**src/rtl/stby_pkg.sv**
```systemverilog
package stby_pkg;
    typedef enum logic [2:0] {
        ST_RUN    = 3'd0,
        ST_ARMED  = 3'd1,
        ST_SLEEP  = 3'd2,
        ST_STOP   = 3'd3,
        ST_SETTLE = 3'd4
    } pwr_state_t;

    localparam int BIT_STOP   = 7;
    localparam int BIT_SLEEP  = 6;
    localparam int BIT_OSCOFF = 0;
endpackage

```
**src/rtl/stby_regif.sv**
```systemverilog
module stby_regif #(
    parameter int          ADDR_W   = 12,
    parameter logic [11:0] REG_ADDR = 12'h481
) (
    input  logic              clk,
    input  logic              rst_n,
    input  logic [ADDR_W-1:0] bus_addr,
    input  logic              bus_wr,
    input  logic              bus_rd,
    input  logic [7:0]        bus_wdata,
    input  logic              wr_allow,
    input  logic              wake_any,
    output logic              wr_hit,
    output logic              rd_hit,
    output logic [7:0]        bus_rdata,
    output logic              req_stop,
    output logic              req_sleep,
    output logic              osc_off
);
    import stby_pkg::*;

    localparam logic [ADDR_W-1:0] MY_ADDR = ADDR_W'(REG_ADDR);

    logic sel;

    assign sel    = (bus_addr == MY_ADDR);
    assign wr_hit = bus_wr && sel && wr_allow;
    assign rd_hit = bus_rd && sel;

    always_ff @(posedge clk) begin
        if (!rst_n) begin
            req_stop  <= 1'b0;
            req_sleep <= 1'b0;
            osc_off   <= 1'b0;
        end else begin
            if (wr_hit) begin
                osc_off   <= bus_wdata[BIT_OSCOFF];
                req_stop  <= bus_wdata[BIT_STOP];
                req_sleep <= bus_wdata[BIT_SLEEP];
            end
            if (wake_any) begin
                req_stop  <= 1'b0;
                req_sleep <= 1'b0;
            end
        end
    end

    always_comb begin
        bus_rdata = 8'h00;
        if (rd_hit) begin
            bus_rdata[BIT_STOP]   = req_stop;
            bus_rdata[BIT_SLEEP]  = req_sleep;
            bus_rdata[BIT_OSCOFF] = osc_off;
        end
    end
endmodule

```
**src/rtl/stby_fsm.sv**
```systemverilog
module stby_fsm #(
    parameter int SETTLE_CYC = 16
) (
    input  logic                 clk,
    input  logic                 rst_n,
    input  logic                 wr_hit,
    input  logic                 wd_stop,
    input  logic                 wd_sleep,
    input  logic                 rd_hit,
    input  logic                 req_stop,
    input  logic                 sync_mode,
    input  logic                 wake_any,
    output stby_pkg::pwr_state_t state
);
    import stby_pkg::*;

    localparam int CNT_W = (SETTLE_CYC > 1) ? $clog2(SETTLE_CYC) : 1;
    localparam logic [CNT_W-1:0] CNT_LAST = CNT_W'(SETTLE_CYC - 1);

    pwr_state_t       nxt;
    logic [CNT_W-1:0] cnt, cnt_nxt;
    logic             wants_standby;

    assign wants_standby = wr_hit && (wd_stop || wd_sleep);

    always_comb begin
        nxt     = state;
        cnt_nxt = cnt;
        unique case (state)
            ST_RUN: begin
                if (wants_standby && !wake_any) begin
                    if (sync_mode)    nxt = ST_ARMED;
                    else if (wd_stop) nxt = ST_STOP;
                    else              nxt = ST_SLEEP;
                end
            end
            ST_ARMED: begin
                if (wake_any)      nxt = ST_RUN;
                else if (rd_hit)   nxt = req_stop ? ST_STOP : ST_SLEEP;
            end
            ST_SLEEP, ST_STOP: begin
                if (wake_any) begin
                    nxt     = ST_SETTLE;
                    cnt_nxt = '0;
                end
            end
            ST_SETTLE: begin
                if (cnt == CNT_LAST) nxt = ST_RUN;
                else                 cnt_nxt = cnt + 1'b1;
            end
            default: nxt = ST_RUN;
        endcase
    end

    always_ff @(posedge clk) begin
        if (!rst_n) begin
            state <= ST_RUN;
            cnt   <= '0;
        end else begin
            state <= nxt;
            cnt   <= cnt_nxt;
        end
    end
endmodule

```
**src/rtl/stby_clkgate.sv**
```systemverilog
module stby_clkgate (
    input  stby_pkg::pwr_state_t state,
    input  logic                 osc_off,
    input  logic                 pll_en_in,
    output logic                 cpu_clk_en,
    output logic                 periph_clk_en,
    output logic                 osc_en,
    output logic                 pll_en
);
    import stby_pkg::*;

    always_comb begin
        cpu_clk_en    = 1'b1;
        periph_clk_en = 1'b1;
        osc_en        = 1'b1;
        pll_en        = pll_en_in;
        unique case (state)
            ST_RUN, ST_ARMED: ;
            ST_SLEEP: cpu_clk_en = 1'b0;
            ST_STOP: begin
                cpu_clk_en    = 1'b0;
                periph_clk_en = 1'b0;
                osc_en        = !osc_off;
                pll_en        = pll_en_in && !osc_off;
            end
            ST_SETTLE: begin
                cpu_clk_en    = 1'b0;
                periph_clk_en = 1'b0;
            end
            default: ;
        endcase
    end
endmodule

```
**src/rtl/stby_ctrl.sv**
```systemverilog
module stby_ctrl #(
    parameter int          ADDR_W     = 12,
    parameter logic [11:0] REG_ADDR   = 12'h481,
    parameter int          WAKE_W     = 4,
    parameter int          SETTLE_CYC = 16
) (
    input  logic              clk,
    input  logic              rst_n,
    input  logic [ADDR_W-1:0] bus_addr,
    input  logic              bus_wr,
    input  logic              bus_rd,
    input  logic [7:0]        bus_wdata,
    output logic [7:0]        bus_rdata,
    input  logic              sync_mode,
    input  logic              pll_en_in,
    input  logic [WAKE_W-1:0] wake_req,
    output logic              cpu_clk_en,
    output logic              periph_clk_en,
    output logic              osc_en,
    output logic              pll_en,
    output logic [2:0]        pwr_state
);
    import stby_pkg::*;

    pwr_state_t state;
    logic wake_any, wr_hit, rd_hit, req_stop, req_sleep, osc_off, wr_allow;

    assign wake_any  = |wake_req;
    assign wr_allow  = (state == ST_RUN);
    assign pwr_state = state;

    stby_regif #(.ADDR_W(ADDR_W), .REG_ADDR(REG_ADDR)) u_regif (
        .clk(clk), .rst_n(rst_n), .bus_addr(bus_addr), .bus_wr(bus_wr),
        .bus_rd(bus_rd), .bus_wdata(bus_wdata), .wr_allow(wr_allow),
        .wake_any(wake_any), .wr_hit(wr_hit), .rd_hit(rd_hit),
        .bus_rdata(bus_rdata), .req_stop(req_stop), .req_sleep(req_sleep),
        .osc_off(osc_off)
    );

    stby_fsm #(.SETTLE_CYC(SETTLE_CYC)) u_fsm (
        .clk(clk), .rst_n(rst_n), .wr_hit(wr_hit),
        .wd_stop(bus_wdata[BIT_STOP]), .wd_sleep(bus_wdata[BIT_SLEEP]),
        .rd_hit(rd_hit), .req_stop(req_stop), .sync_mode(sync_mode),
        .wake_any(wake_any), .state(state)
    );

    stby_clkgate u_gate (
        .state(state), .osc_off(osc_off), .pll_en_in(pll_en_in),
        .cpu_clk_en(cpu_clk_en), .periph_clk_en(periph_clk_en),
        .osc_en(osc_en), .pll_en(pll_en)
    );
endmodule

```
**config.mk**
```make
export PLATFORM = sky130hd
export DESIGN_NAME = stby_ctrl
export DESIGN_NICKNAME = d
export VERILOG_FILES = /design/src/rtl/stby_pkg.sv /design/src/rtl/stby_regif.sv /design/src/rtl/stby_fsm.sv /design/src/rtl/stby_clkgate.sv /design/src/rtl/stby_ctrl.sv
export SDC_FILE = /design/constraint.sdc
export NUM_CORES = 1
export LEC_CHECK = 0
export BUFFER_PORTS_ARGS = -buffer_cell sky130_fd_sc_hd__buf_4
export CAP_MARGIN = 20
export CORE_MARGIN = 1
export CORE_UTILIZATION = 45
export DETAILED_ROUTE_END_ITERATION = 6
export PLACE_DENSITY = 0.83
export REMOVE_ABC_BUFFERS = 1
export SETUP_SLACK_MARGIN = 0.4
export SYNTH_ARGS = -nofsm -noshare
export SYNTH_HDL_FRONTEND = slang
export SYNTH_HIERARCHICAL = 1
export SYNTH_SLANG_ARGS = --single-unit
```
**constraint.sdc**
```tcl
create_clock -name clk -period 2.6 [get_ports clk]
set_input_delay 0.39 -clock clk [delete_from_list [all_inputs] [get_ports clk]]
set_output_delay 0.39 -clock clk [all_outputs]
set_load 0.01 [all_outputs]
```
==> results.py <==
metrics = {
    "grt": {
        "grt_pass1_wl_um": 2808,
        "antenna_found_initial": 0,
        "grt_overflow": 0,
        "grt_usage_pct": 19.88,
        "grt_max_degree": 14,
        "grt_pass1_vias": 695,
    },
    "synth": {
        "synthCells": 85,
        "netlist.area_leader.share_pct": 26.98,
        "yosysWarningCount": 6,
        "yosysTopAreaCell": "dfxtp_1",
        "ys_seq_elements": 10,
        "ys_top_cells_by_area": "dfxtp_1 (27%), nor4b_4 (9.6%), mux2i_1 (6.7%)",
        "ys_seq_area_share_pct": 26.98,
        "syn-cell-area_um2": 742.0,
        "ys_types": 35,
        "synth_area_per_cell_um2": 8.729,
    },
    "route": {
        "via_per_inst": 5.540,
        "first_pass_iters": 3,
        "via_count": 759,
        "first_iter_violations": 8,
        "wl_um": 1644,
        "routedWlPerCell_um": 12.00,
        "drtAntennaViolNets": 0,
        "drc": 0,
    },
    "clock_tree": {
        "clockRootBuffer": "clkbuf_4",
        "cts_setup_buffers": 0,
        "postCtsHoldBufs": 0,
        "clockBufferDepth": 2,
        "clock-sinks": 10,
        "cts_tree": "done",
        "cts_max_level": 1,
        "numCtsBuffers": 3,
        "clk_latency_ns": 0.26,
        "path_clk_slew_ns": 0.06,
        "cts_resized": 0,
    },
    "placed_design": {
        "place.port_buffers": 34,
        "hpwl_um": 1325,
        "gp_congestion": 0.7957,
        "preCtsSetupSlack_ns": 0.6631,
    },
    "power": {
        "leakagePower_uw": 0.0004572,
        "vdd_drop_max_mv": 0.4085,
        "power.total_uw": 541.7,
        "p_per_area_mw_per_mm2": 532.5,
    },
    "finish": {
        "mostFrequentLayoutCells": "buf_4 (34), dfxtp_1 (10), nand2_1 (8), inv_1 (7), nor2_1 (7)",
        "drive_above_1_share_pct": 38.84,
        "postLayoutCoreUtil_pct": 66.75,
        "diodes": 0,
        "layout.nets": 154,
        "final_common_cell": "buf_4",
        "area_growth_pct": 37.10,
    },
    "timing": {
        "setup_viol": 0,
        "setup_ws_ns": 0.8166,
        "whs_ns": 0.3835,
        "fmax_mhz": 560.7,
        "finalCritPeriodShare_pct": 68.59,
        "skew_ns": 0.003777,
        "min_period_ns": 1.783,
        "finalHoldViolations": 0,
        "final.setup.tns_ns": 0,
        "rsz0062_at_grt": "false",
        "slew_violations": 0,
    },
    "setup_path": {
        "cp-end-kind": "output pin",
        "critPathRequiredTime_ns": 2.21,
        "worstPathArrival_ns": 1.39,
        "path_class": "flip-flop to output pin",
        "cp-start-kind": "flip-flop",
        "crit_fanout": 13,
    },
    "floorplan": {
        "die_w_um": 42.61,
        "io_pins": 45,
        "die_y_um": 42.61,
        "core_mm2": 0.001524,
        "die_area_mm2": 0.001815,
        "rows": 14,
        "initial_core_util_pct": 48.69,
    },
    "status": {
        "outcome": "finished clean",
    },
    "min_path": {
        "hold_path.class": "input port to flip-flop",
    },
    "run": {
        "cap_violations": 0,
    },
}
[sequential cells by signal (all words and copies together) (netlist names)]
name and count:
u_fsm/cnt 4, u_regif/osc_off 1, u_regif/req_stop 1, u_regif/req_sleep 1, u_fsm/state 3
[power by group]
group | switching (uW) | internal [uW] | total, uW
clock | 49.8 | 53.3 | 103
combinational | 93.9 | 124 | 218
sequential | 50.9 | 170 | 221
total | 195 | 347 | 542
[worst paths after layout]
check | startpoint | to | slack (ns) | cells past startpoint
worst max register to register | u_fsm/state[0] | u_fsm/state[0] | 0.91 | 7
worst max-delay path | u_fsm/state[0] | pll_en | 0.82 | 3
worst min-delay path | bus_wdata[0] | u_regif/osc_off | 0.38 | 3
worst min register to register | u_regif/req_sleep | u_regif/req_sleep | 0.46 | 2
[stage by stage]
| stage | area, um2 | instances |
|---|---|---|
| 6_report | 1017 | 137 |
| 4_1_cts | 1017 | 137 |
| 3_3_place_gp | 994.7 | 134 |
| 2_1_floorplan | 719.4 | 84 |
| 3_5_place_dp | 994.7 | 134 |
| 5_1_grt | 1017 | 137 |
[metal layers]
| metal | up-vias | wire, um | track usage (%) | share of wire, % |
|---|---|---|---|---|
| li1 | 374 | - | - | - |
| met1 | 360 | 691 | 23.16 | 42 |
| met2 | 25 | 862 | 35.38 | 52 |
| met3 | 0 | 90 | 5.172 | 5.5 |
| met4 | 0 | 0 | 5.625 | 0 |
| met5 | - | 0 | 0 | 0 |
[cell type report]
cell class	instances	area (um2)
Fill cell	136	506.7
Multi-Input combinational cell	67	493.0
Timing Repair Buffer	34	255.2
Sequential cell	10	200.2
Inverter	7	26.28
Clock buffer	3	22.52
Tap cell	16	20.02
[synthesized netlist by cell type (all sizes together)]
cell,count
nor4b,3
nand4,2
nand2b,3
nor2b,1
and2b,1
buf,5
nor3b,2
nand3b,1
a41oi,1
o311ai,2
o21ai,2
dfxtp,10
a21bo,1
nor3,2
inv,7
nand2,9
conb,1
nor2,8
or4,2
nand4b,1
and4,1
and2,3
ha,1
a311oi,2
o32ai,1
mux2,1
a21oi,5
mux2i,5
nand3,2
[cell families (layout without fill, tap and decap cells)]
logic type      Yosys count  after routing  synth area share, %
simple gates             41             41                40.31
fa+ha+maj                 1              1                1.686
compound gates           14             14                13.15
flops                    10             10                26.98
other cells               1              5               0.5054
mux                       6              6                8.769
buf+inv                  12             44                8.602
[critical path, stage by stage (launching register included)]
cell,delay [ns]
dfxtp_1,0.61
nand4b_1,0.20
and2_1,0.20
buf_4,0.13
No activity file was read; power rests on OpenSTA's default activity.
